===== config.mk =====
export PLATFORM = sky130hd
export DESIGN_NAME = flash_cmd_decoder
export DESIGN_NICKNAME = d
export VERILOG_FILES = /design/src/rtl/flash_cmd_decoder.sv
export SDC_FILE = /design/constraint.sdc
export NUM_CORES = 1
export LEC_CHECK = 0
export CAP_MARGIN = 20
export CORE_ASPECT_RATIO = 1.2
export CORE_MARGIN = 1
export CORE_UTILIZATION = 42
export CTS_CLUSTER_SIZE = 10
export DETAILED_ROUTE_END_ITERATION = 8
export PLACE_DENSITY = 0.72
export SLEW_MARGIN = 20
export SYNTH_ARGS = -nofsm -noshare
export SYNTH_HDL_FRONTEND = slang
export SYNTH_SLANG_ARGS = --single-unit

===== constraint.sdc =====
create_clock -name clk -period 1.72 [get_ports clk]
set_input_delay 0.516 -clock clk [delete_from_list [all_inputs] [get_ports clk]]
set_output_delay 0.516 -clock clk [all_outputs]
set_load 0.1 [all_outputs]

===== src/rtl/flash_cmd_decoder.sv =====
module flash_cmd_decoder #(
  parameter int AW = 19,
  parameter int ULW = 11,
  parameter int NSEC = 8,
  parameter logic [7:0] MFG_CODE = 8'h52,
  parameter logic [7:0] DEV_CODE = 8'hA4
) (
  input  logic            clk,
  input  logic            rst_n,
  input  logic            ce_n,
  input  logic            we_n,
  input  logic            oe_n,
  input  logic [AW-1:0]   addr,
  input  logic [7:0]      dq_in,
  input  logic [NSEC-1:0] wp_flags,
  input  logic            eng_done,
  input  logic            eng_timeout,
  output logic [1:0]      mode,
  output logic            id_oe,
  output logic [7:0]      id_data,
  output logic            pgm_start,
  output logic            erase_start,
  output logic [AW-1:0]   cmd_addr,
  output logic [7:0]      cmd_data
);
  localparam int SB = $clog2(NSEC);
  localparam logic [ULW-1:0] KEY_A = ULW'('h555);
  localparam logic [ULW-1:0] KEY_B = ULW'('h2AA);
  localparam logic [1:0] M_RD = 2'd0, M_ID = 2'd1, M_PG = 2'd2, M_ER = 2'd3;

  typedef enum logic [2:0] {S_IDLE, S_U1, S_U2, S_PD, S_ES, S_E1, S_E2} seq_t;

  seq_t seq_q, seq_n;
  logic [1:0] mode_q, mode_n;
  logic wr, wr_q, pgm_go, ers_go;
  logic [AW-1:0] addr_lat;
  logic [7:0] dq_q;

  assign wr = !ce_n && !we_n;
  wire strobe_on  = wr && !wr_q;
  wire strobe_off = !wr && wr_q;
  wire at_a  = addr_lat[ULW-1:0] == KEY_A;
  wire key1  = at_a && dq_q == 8'hAA;
  wire key2  = addr_lat[ULW-1:0] == KEY_B && dq_q == 8'h55;

  always_comb begin
    mode_n = mode_q;
    seq_n  = seq_q;
    pgm_go = 1'b0;
    ers_go = 1'b0;
    if (mode_q[1]) begin
      if (eng_done || (strobe_off && eng_timeout && dq_q == 8'hF0)) begin
        mode_n = M_RD;
        seq_n  = S_IDLE;
      end
    end else if (strobe_off) begin
      mode_n = M_RD;
      seq_n  = S_IDLE;
      case (seq_q)
        S_IDLE: if (key1) begin seq_n = S_U1; mode_n = mode_q; end
        S_U1:   if (key2) begin seq_n = S_U2; mode_n = mode_q; end
        S_U2: begin
          if (at_a && dq_q == 8'h90) mode_n = M_ID;
          else if (at_a && dq_q == 8'hA0) begin seq_n = S_PD; mode_n = mode_q; end
          else if (at_a && dq_q == 8'h80) begin seq_n = S_ES; mode_n = mode_q; end
        end
        S_PD: begin pgm_go = 1'b1; mode_n = M_PG; end
        S_ES:   if (key1) begin seq_n = S_E1; mode_n = mode_q; end
        S_E1:   if (key2) begin seq_n = S_E2; mode_n = mode_q; end
        S_E2:   if (at_a && dq_q == 8'h10) begin ers_go = 1'b1; mode_n = M_ER; end
        default: ;
      endcase
    end
  end

  always_ff @(posedge clk) begin
    if (!rst_n) begin
      wr_q        <= 1'b0;
      dq_q        <= '0;
      addr_lat    <= '0;
      seq_q       <= S_IDLE;
      mode_q      <= M_RD;
      pgm_start   <= 1'b0;
      erase_start <= 1'b0;
      cmd_addr    <= '0;
      cmd_data    <= '0;
    end else begin
      wr_q        <= wr;
      dq_q        <= dq_in;
      if (strobe_on) addr_lat <= addr;
      seq_q       <= seq_n;
      mode_q      <= mode_n;
      pgm_start   <= pgm_go;
      erase_start <= ers_go;
      if (pgm_go) begin
        cmd_addr <= addr_lat;
        cmd_data <= dq_q;
      end
    end
  end

  logic [7:0] id_byte;
  always_comb begin
    case (addr[7:0])
      8'h00:   id_byte = MFG_CODE;
      8'h01:   id_byte = DEV_CODE;
      8'h02:   id_byte = {7'd0, wp_flags[addr[AW-1 -: SB]]};
      default: id_byte = 8'h00;
    endcase
  end

  assign mode    = mode_q;
  assign id_oe   = mode_q == M_ID && !ce_n && !oe_n && we_n;
  assign id_data = id_byte;
endmodule


---- Word level (Yosys, flattened, before mapping) ----
Cells that the tools add are included.
cells by class
  $lt $le $gt $ge ......................... 1
  add/sub/neg operators ................... 0
  multiplexer cells ....................... 28
  equality and inequality tests ........... 23
  shift-type cells ........................ 0
  reduce and logical (&&, ||, !) cells .... 28
  div/mod/pow operators ................... 0
  bitwise gates (word level) .............. 3
  multiply operators ...................... 0
operator list
  cell                                                   number
  equality test 8 bit, second input constant             5
  2-to-1 mux 3 bit                                       8
  case mux 8 bit (3 select lines)                        1
  case mux 3 bit (5 select lines)                        1
  logical AND 1 bit                                      14
  equality test 11 x 10 -> 1 bit, second input constant  1
  equality test 11 bit, second input constant            1
  2-to-1 mux 1 bit                                       11
  2-to-1 mux 2 bit                                       5
  case mux 2 bit (5 select lines)                        1
  equality test 3 bit, second input constant             3
  equality test 8 x 1 -> 1 bit, second input constant    1
  equality test 8 x 2 -> 1 bit, second input constant    1
  equality test 8 x 5 -> 1 bit, second input constant    1
  equality test 8 x 7 -> 1 bit, second input constant    1
  logical NOT 8 bit                                      1
  != test 4 bit, second input constant                   2
  equality test 3 x 2 -> 1 bit, second input constant    2
  != test 3 bit, second input constant                   2
  AND reduction 6 bit                                    1
  logical NOT 1 bit                                      5
  < comparator 3 x 4 -> 1 bit, second input constant     1
  OR reduction 2 bit                                     2
  OR reduction 4 bit                                     1
  9 further kinds                                        11
storage, ports and cells
  bits in latches ......................... 0
  bits in read-only memories .............. 0
  memories kept ........................... 0
  bits in registers ....................... 62
  bits in writable memories ............... 0
  input port bits ......................... 42
  word-level logic and storage cells ...... 93
  output and inout bits ................... 40

---- Logic depth before layout (Yosys ltp) ----
Gate-level depths: netlist of run 1.
  word-level depth ........................ 9
  gate-level depth with buffers ........... 7
  mapped depth without buffers ............ 5

---- Least setup slack after synthesis of run 1 ----
Ideal clock, no wire load.
  kind .................................... input to output
  start point ............................. input port addr[16]
  end point ............................... output port id_data[0]
  cell stages on the path ................. 3
  required time ........................... 1.204 ns
  path buffers ............................ 0
  arrival ................................. 4.025 ns
  path slack .............................. -2.821 ns
  cell sequence ........................... mux4_2 > mux2i_1 > nor4b_1
between the ends
  longest elaborated chain between the ends .. 3
ends and longest elaborated chain
  item                                    RTL line  text
  start, declared                         13        input logic [AW-1:0] addr,
  binary-select mux 1 bit (select 3 bit)  107       8'h02: id_byte = {7'd0, wp_flags[addr[AW-1 -: SB]]};
  2-to-1 mux 1 bit (not written as such)  107
  case mux 8 bit (3 select lines)         104       case (addr[7:0])
  end, declared                           20        output logic [7:0] id_data,
No other way between the ends. The select of a mux whose other input is x is not followed.

---- Final worst setup path of run 1 ----
  start point ............................. input port addr[7]
  end point ............................... output port id_data[5]
between the ends
  longest elaborated chain between the ends .. 2
  elaborated cells on any way between the ends .. 4
  classes of those cells .................. eq/ne: 2; mux: 1; reduce/logical: 1
ends and longest elaborated chain
  item                                                        RTL line
  equality test 8 x 2 -> 1 bit, or another cell as far along  104
  case mux 8 bit (3 select lines) (*)                         104
Mark *: on every way between the ends. The rest lies on a longest branch, timed or not.

==> impl_metrics.tcl, run 1 <==
set metrics [dict create \
    finalCritPeriodShare_pct 121 \
    synth_nets 354 \
    n_antenna_cell 0 \
    cts-root-buf "clkbuf_8" \
    grt_pass1_vias 2564 \
    drive_gt1_share_pct 33.6 \
    die_w_microns 75.3 \
    vias 2598 \
    grt_antenna_before_repair 0 \
    place_inst 488 \
    die_h_microns 90.0 \
    cts_tree "built" \
    wl_per_cell_microns 14.2 \
    dp_hpwl_microns 5300 \
    grt-ovfl-total 0 \
    r2r_end "mode[1]" \
    synth_ff_type "dfxtp_1" \
    synth-seq-cells 62 \
    end_kind "output pin" \
    finalWorstSetupSlack_ns -0.366 \
    cts.clk_slew.worst_paths_ns 0.07 \
    dr.pass1.iters 4 \
    fin_skew_ns 0.00674 \
    start_kind "input pin" \
    power_w 0.00334 \
    dpl_worst_slack_ns -0.884 \
    ant_nets 0 \
    rsz0062_at_grt "yes" \
    synth.area.top_cells "dfxtp_1, nand2_1, a21boi_1" \
    final_cell_mix "nand2_1, dfxtp_1, a21boi_1" \
    cts.htree.levels 3 \
    hold_class "input pin to flop" \
    maxCapViolations 0 \
    synth-async-reset-ratio_pct 0 \
    avgViaCountPerCell 5.12 \
    powerDensity_nw_per_um2 723 \
    die_area_sq_um 6780 \
    num_rows 31 \
    yosysTopAreaCellShare_pct 45.8 \
    synth.yosys.seq_area_share_pct 45.8 \
    gp_congestion 0.931 \
    synthToLayoutAreaGrowth_pct 70.4 \
    cts.sinks 62 \
    stdcell_count 507 \
    ir_worst_vdd_mv 0.580 \
    timing.fmax_mhz 479 \
    drt_iter0_drc 144 \
    wl_microns 7190 \
    numCtsBuffers 9 \
    r2r_start "dq_q[3]" \
    synth_area_leader_cell "dfxtp_1" \
    drv_slew 0 \
    r2r_slack_ns 0.05 \
    setup_viol 7 \
    whs_endpoint "addr_lat[7]" \
    syn_area_sq_um 2710 \
    io_pins 82 \
    grt_pass1_wl_microns 11800 \
    post_synth_num_cell_types 44 \
    yosysWarningCount 0 \
    power.leakage_nw 1.72 \
    synthCells 312 \
    fin_nets 462 \
    reg2reg_depth 5 \
    start_util_pct 44.2 \
    synth_edf_count 0 \
    port_buffers 80 \
    layout_commonest_cell "nand2_1" \
    arrival_ns 1.57 \
    remaining_drc_errors 0 \
    layout_min_cycle_time_ns 2.09 \
    crit_fanout 3 \
    hold_depth 3 \
    crit_required_ns 1.20 \
    hold_viol 0 \
    violations "setup timing" \
    track_usage_pct 22.6 \
    path_class "input pin to output pin" \
    grt_max_degree 35 \
    worstSetupStartpoint "addr[7]" \
    synth.avg_cell_area_sq_um 8.69 \
    holdCritStartpoint "addr[7]" \
    outcome "finished, violations left" \
    clk_latency_ns 0.33 \
    cts.path.max_buffers 2 \
    coreArea_sq_um 6130 \
]
[worst max-delay path by stage]
| stage | end | cells past startpoint | slack (ns) |
|---|---|---|---|
| after detailed placement | id_data[0] | 5 | -0.88 |
| after global placement | id_data[0] | 5 | -0.87 |
| final | id_data[5] | 6 | -0.37 |
| after floorplan | id_data[5] | 4 | -0.99 |
| after CTS | id_data[0] | 5 | -0.39 |
| after global routing | id_data[5] | 6 | -0.43 |
[cell type report]
cell class	instances	area [sq um]
inverters	2	10.0
clock buffers	10	128
fillers	442	1510
multi-input cells	225	1520
well taps	82	103
clock inverters	6	109
repair buffers	120	1500
flip-flops and latches	62	1250
[metal layers]
metal / part of all wire [%] / vias up / global-route usage (%) / wire, microns
li1: - / 1279 / - / -
met1: 41 / 1222 / 26.7 / 2930
met2: 52 / 81 / 38.1 / 3720
met3: 5.1 / 16 / 5.38 / 367
met5: 0 / - / 0 / 0
met4: 2.2 / 0 / 9.41 / 159
[through the flow]
stage | hold WS, ns | setup TNS [ns] | area (sq um) | utilization, %
floorplan | 0.431 | -6.13 | 2820 | -
global placement | 0.434 | -25.61 | 4300 | 70.1
detailed placement | 0.447 | -27.30 | 4300 | 70.1
CTS | 0.419 | -2.62 | 4530 | 73.8
global route | 0.427 | -2.90 | 4620 | 75.3
finish | 0.429 | -2.41 | 4620 | 75.3
[worst max-delay path: stages]
cell	delay, ns
buf_8	0.10
nor4_4	0.27
nand2_2	0.15
nor3b_4	0.20
buf_6	0.15
buf_12	0.17
[registers in the layout, summed over array words and instances, names as in the netlist]
signal / count
dq_q: 8
cmd_data: 8
seq_q: 3
pgm_start: 1
cmd_addr: 19
addr_lat: 19
erase_start: 1
wr_q: 1
mode: 2
[cells by family (layout without fill, tap and decap cells)]
group | after synthesis | in the layout | synth area share (%)
mux | 3 | 3 | 2.03
other cells | 1 | 1 | 0.138
simple gates | 159 | 159 | 30.4
buf+inv | 25 | 138 | 4.52
compound gates | 61 | 61 | 16.8
flops | 62 | 62 | 45.8
xor+xnor | 1 | 1 | 0.323
[synthesized netlist by cell type, types with 2 or more instances]
cell       instances
nand3b_1           2
nor2_1             3
buf_4              6
o21ai_1            4
clkbuf_1          12
and3b_1            2
o31a_1             2
nor4_1             3
or3b_1             2
nor3b_1            5
nand2_1           99
buf_2              5
mux4_2             2
nor3_1             4
nor4b_1            5
nand3_1            5
dfxtp_1           62
or3_1              2
nor4bb_1           4
and2_1            11
a21boi_1          47
nand4bb_1          2
and4b_1            2
[power by group]
part	leakage, nW	switching (W)	internal, W
registers	0.506	0.0000267	0.00146
clock network	0.117	0.000566	0.000961
logic	1.10	0.000137	0.000182
[what timing repair did]
item | 4_1_cts | 5_1_grt
buffers inserted | 3 | 0
endpoints found under the setup margin | 41 | 31
gates resized for setup | 68 | 22
pin swaps | 6 | 8
hold buffers | 0 | 0
Note: power is estimated with default switching activity, not from simulation.
==> run 2, diff against run 1 <==
- CORE_UTILIZATION: 42 -> 50
- CTS_CLUSTER_SIZE: 10 -> 30
- PLACE_DENSITY: 0.72 -> 0.8
- clock period: 1.72 -> 2.55 ns (I/O delays scaled with it)
==> run 2 against run 1 <==
  * The flow finishes with violations (DRC, setup timing)
  * Register-to-register slack better by 0.66 ns
  * Clock skew is 0.0022 ns higher
  * Worst setup slack better by 0.33 ns
  * Power is 40% lower
  * First-iteration DRC count is 3.5% higher
  * Non-clock buffer count is 22 lower
  * Via count is 4.3% lower
  * Cell count is 8.3% lower
  * Hold slack better by 0.022 ns
  * Clock power is 47% lower
  * Die area is 16% lower
  * Largest cell class unchanged
==> impl_metrics.tcl, run 2 (synthesis results as in run 1) <==
set metrics [dict create \
    internal_power_w 0.00154 \
    drive_gt1_share_pct 26.1 \
    postCtsSetupRepairBufs 0 \
    n_antenna_cell 0 \
    num_rows 29 \
    grt_pass1_wl_microns 10800 \
    clkPwrFrac_pct 40.7 \
    maxCapViolations 0 \
    fin_skew_ns 0.00898 \
    cts.htree.levels 3 \
    coreArea_sq_um 5260 \
    timing.fmax_mhz 387 \
    crit_fanout 3 \
    hold_buffers 0 \
    crit_required_ns 1.79 \
    violations "DRC, setup timing" \
    reg2reg_depth 5 \
    switching_share_pct 23.3 \
    hold_depth 2 \
    end_kind "output pin" \
    ant_nets 0 \
    finalSetupTns_ns -0.120 \
    track_usage_pct 24.4 \
    vias 2486 \
    grt_pass1_vias 2341 \
    wl_per_cell_microns 14.0 \
    power_w 0.00201 \
    grt-ovfl-total 0 \
    dr.pass1.iters 6 \
    die_w_microns 69.2 \
    rsz0062_at_grt "yes" \
    outcome "finished, violations left" \
    cts-root-buf "clkbuf_8" \
    ir_worst_vdd_mv 0.469 \
    p_seq_share_pct 50.4 \
    switching_power_w 0.000469 \
    r2r_slack_ns 0.71 \
    dpl_worst_slack_ns -0.573 \
    avgViaCountPerCell 5.35 \
    numCtsBuffers 9 \
    arrival_ns 1.82 \
    io_pins 82 \
    drt_iter0_drc 149 \
    power.leakage_nw 1.48 \
    layout_min_cycle_time_ns 2.58 \
    die_area_sq_um 5720 \
    fin_nets 440 \
    setup_viol 4 \
    die_h_microns 82.7 \
    finalCritPeriodShare_pct 101 \
    cts_tree "built" \
    dp_hpwl_microns 4700 \
    wl_microns 6520 \
    comb_power_share_pct 8.9 \
    remaining_drc_errors 2 \
    final_cell_mix "nand2_1, dfxtp_1, a21boi_1" \
    start_kind "input pin" \
    powerDensity_nw_per_um2 519 \
    layout_commonest_cell "nand2_1" \
    cts.clk_slew.worst_paths_ns 0.07 \
    cts.path.max_buffers 2 \
    path_class "input pin to output pin" \
    finalWorstSetupSlack_ns -0.0319 \
    gp_congestion 0.894 \
    hold_viol 0 \
    grt_max_degree 65 \
    post-route-cell-area_sq_um 3870 \
    cts.sinks 62 \
    hold_class "flop to flop" \
    drv_slew 0 \
    start_util_pct 51.5 \
    grt_antenna_before_repair 0 \
    clk_latency_ns 0.34 \
    place_area_sq_um 3710 \
    synthToLayoutAreaGrowth_pct 42.9 \
    reg_top3 "addr_lat (19), cmd_addr (19)" \
    port_buffers 80 \
]
[run 2: cell types whose count changed in the layout (fill, tap and decap cells not counted), sizes merged]
cell / before / now
buf: 94 / 70
clkdlybuf4s50: 18 / 21
bufinv: 3 / 1
clkbuf: 11 / 12
clkinv: 1 / 2
dlygate4sd2: 6 / 5
dlymetal6s2s: 0 / 1
inv: 3 / 2
[run 2: path summary, 6_finish.rpt]
kind | startpoint | endpoint
max | addr[7] | id_data[7]
min | addr_lat[12] | cmd_addr[12]
max reg2reg | addr_lat[8] | mode[1]
min reg2reg | addr_lat[12] | cmd_addr[12]
[run 2: power groups by stage]
| stage | combinational, W | clock [W] | sequential, W |
|---|---|---|---|
| final | 0.000179 | 0.000818 | 0.00101 |
| after global routing | 0.000192 | 0.000872 | 0.00102 |
| after CTS | 0.000179 | 0.000828 | 0.00101 |
| after detailed placement | 0.000186 | 0 | 0.00103 |
| after global placement | 0.000183 | 0 | 0.00103 |
| after floorplan | 0.0000884 | 0 | 0.00102 |
[run 2: metrics by stage]
stage               cells  hold slack [ns]  util (%)
finish                465            0.452      73.6
global placement      449            0.436      70.5
floorplan             312            0.431         -
global route          465            0.469      73.6
CTS                   465            0.453      73.4
detailed placement    449            0.443      70.5
[run 2: timing repair]
| action | CTS | global route |
|---|---|---|
| gates resized for setup | 64 | 3 |
| pin swaps | 6 | 3 |
| setup endpoints to repair | 8 | 8 |
[run 2: layout make-up]
type | instances | area (sq um)
Tap cell | 62 | 77.6
Timing Repair Buffer | 98 | 933
Inverter | 2 | 7.51
Sequential cell | 62 | 1240
Multi-Input combinational cell | 225 | 1430
Fill cell | 415 | 1390
Clock buffer | 12 | 135
Clock inverter | 4 | 47.5
[run 2: metal layers]
layer	up-vias	GRT usage, %	wire length [microns]
met5	-	0	0
met4	0	14.1	120
met3	15	4.61	292
met2	71	42.9	3350
met1	1168	28.0	2760
li1	1232	-	-
[run 2: worst max-delay path: stages]
cell and delay [ns]:
buf_6 0.10, nor4_4 0.27, nand2_2 0.15, nor3b_4 0.20, buf_6 0.15, buf_12 0.17
==> run 3, diff against run 2 <==
- CORE_UTILIZATION: 50 -> 47
- PLACE_DENSITY: 0.8 -> 0.76
- clock period: 2.55 -> 2.4 ns (I/O delays scaled with it)
==> run 3 against run 2 <==
  * The flow still finishes with violations (DRC, setup timing)
  * Power rose by 10%
  * Critical endpoint is now id_data[2]
  * First-iteration DRC count fell by 6.0%
  * Largest power group unchanged
  * Design area rose by 0.81%
  * Clock skew fell by 0.0013 ns
==> impl_metrics.tcl, run 3 (synthesis results as in run 1) <==
set metrics [dict create \
    holdCritStartpoint "cmd_addr[6]" \
    dp_hpwl_microns 4830 \
    final_cell_mix "nand2_1, dfxtp_1, buf_4" \
    worstSetupStartpoint "addr[7]" \
    comb_power_share_pct 8.5 \
    dpl_worst_slack_ns -0.626 \
    reg_top3 "addr_lat (19), cmd_addr (19)" \
    reg2reg_depth 5 \
    drt_iter0_drc 140 \
    ant_nets 0 \
    switching_share_pct 23.4 \
    n_antenna_cell 0 \
    grt_pass1_vias 2431 \
    hold_class "flop to flop" \
    finalSetupTns_ns -0.545 \
    setup_viol 7 \
    synthToLayoutAreaGrowth_pct 44.1 \
    finalWorstSetupSlack_ns -0.0981 \
    cts.sinks 62 \
    avgViaCountPerCell 5.29 \
    start_kind "input pin" \
    wl_microns 6530 \
    grt_pass1_wl_microns 11200 \
    layout_commonest_cell "nand2_1" \
    layout_min_cycle_time_ns 2.50 \
    layout.area.seq_sq_um 1250 \
    drv_slew 0 \
    postCtsSetupRepairBufs 0 \
    timing.fmax_mhz 400 \
    die_area_sq_um 6080 \
    port_buffers 80 \
    remaining_drc_errors 2 \
    multi_input_area_sq_um 1440 \
    holdWs_ns 0.452 \
    end_kind "output pin" \
    numCtsBuffers 9 \
    ir_worst_vdd_mv 0.482 \
    r2r_start "addr_lat[8]" \
    max_stage_delay_ns 0.28 \
    grt-ovfl-total 0 \
    hold_depth 2 \
    switching_power_w 0.000519 \
    drive_gt1_share_pct 26.9 \
    wl_per_cell_microns 14.0 \
    crit_required_ns 1.68 \
    die_w_microns 71.3 \
    die_h_microns 85.2 \
    fin_nets 442 \
    worstPathCellList "buf_8 > nor4_4 > nand2_2 > nor3b_4 > buf_6 > buf_12" \
    clkPwrFrac_pct 43.0 \
    hold_buffers 0 \
    hold_viol 0 \
    track_usage_pct 23.4 \
    internal_power_w 0.00170 \
    whs_endpoint "cmd_addr[6]" \
    grt_antenna_before_repair 0 \
    cts.clk_slew.worst_paths_ns 0.07 \
    worst_path_max_delay_cell "nor4_4" \
    violations "DRC, setup timing" \
    gp_congestion 0.871 \
    cts-root-buf "clkbuf_8" \
    arrival_ns 1.78 \
    cts.htree.levels 3 \
    dr.pass1.iters 9 \
    crit_fanout 3 \
    num_rows 29 \
    start_util_pct 50.1 \
    grt_max_degree 34 \
    r2r_end "mode[1]" \
    coreArea_sq_um 5410 \
    finalCritPeriodShare_pct 104 \
    maxCapViolations 0 \
    vias 2469 \
    cts_tree "built" \
    io_pins 82 \
    power.leakage_nw 1.51 \
    p_seq_share_pct 48.5 \
    cts.path.max_buffers 2 \
    r2r_slack_ns 0.53 \
    fin_util_pct 72.2 \
    clk_latency_ns 0.33 \
    rsz0062_at_grt "yes" \
    powerDensity_nw_per_um2 568 \
    n_fill_cell 443 \
    fin_skew_ns 0.00772 \
    path_class "input pin to output pin" \
    outcome "finished, violations left" \
]
## run 3: cell count changes in the layout (fill, tap and decap cells not counted), sizes merged
cell           delta
buf               +1
clkdlybuf4s50     -1
clkinv            +1
dlymetal6s2s      +1
## run 3: stage by stage
stage / std cells / total power [W] / area [sq um]
2_1_floorplan: 312 / 0.00118 / 2810
3_3_place_gp: 451 / 0.00129 / 3710
3_5_place_dp: 451 / 0.00129 / 3710
4_1_cts: 467 / 0.00223 / 3890
5_1_grt: 467 / 0.00231 / 3910
6_report: 467 / 0.00222 / 3910
## run 3: how the worst max path moves through the flow
stage / to
detailed placement: id_data[0]
global placement: id_data[0]
global route: id_data[2]
floorplan: id_data[5]
CTS: id_data[0]
finish: id_data[2]
## run 3: per-layer routing
metal / up-vias / part of all wire (%) / GRT usage, %
met3: 13 / 4.6 / 4.16
met2: 67 / 49 / 39.0
met1: 1145 / 45 / 29.4
li1: 1244 / - / -
met5: - / 0 / 0
met4: 0 / 2.0 / 10.9
## run 3: timing repair
item	4_1_cts	5_1_grt
resized for setup	58	6
endpoints found under the setup margin	8	8
cloned	0	0
pin swaps	6	2
## run 3: power by group through the flow
stage          sequential, W  combinational (W)  clock, W
2_1_floorplan        0.00109          0.0000939         0
3_3_place_gp         0.00110           0.000192         0
5_1_grt              0.00108           0.000204   0.00102
4_1_cts              0.00108           0.000187  0.000971
6_report             0.00108           0.000189  0.000954
3_5_place_dp         0.00110           0.000194         0
## run 3: final cells by class
class	instances	share of cell area, %
multi-input combinational	225	36.8
clock inverter	5	1.44
inverter	2	0.192
clock buffer	11	3.91
timing repair buffer	100	23.7
tap	62	1.99
sequential	62	31.9
## run 3: critical path: cells and delay by family
kind,cells,cell delay (ns)
buf+inv,3,0.42
simple gates,3,0.64
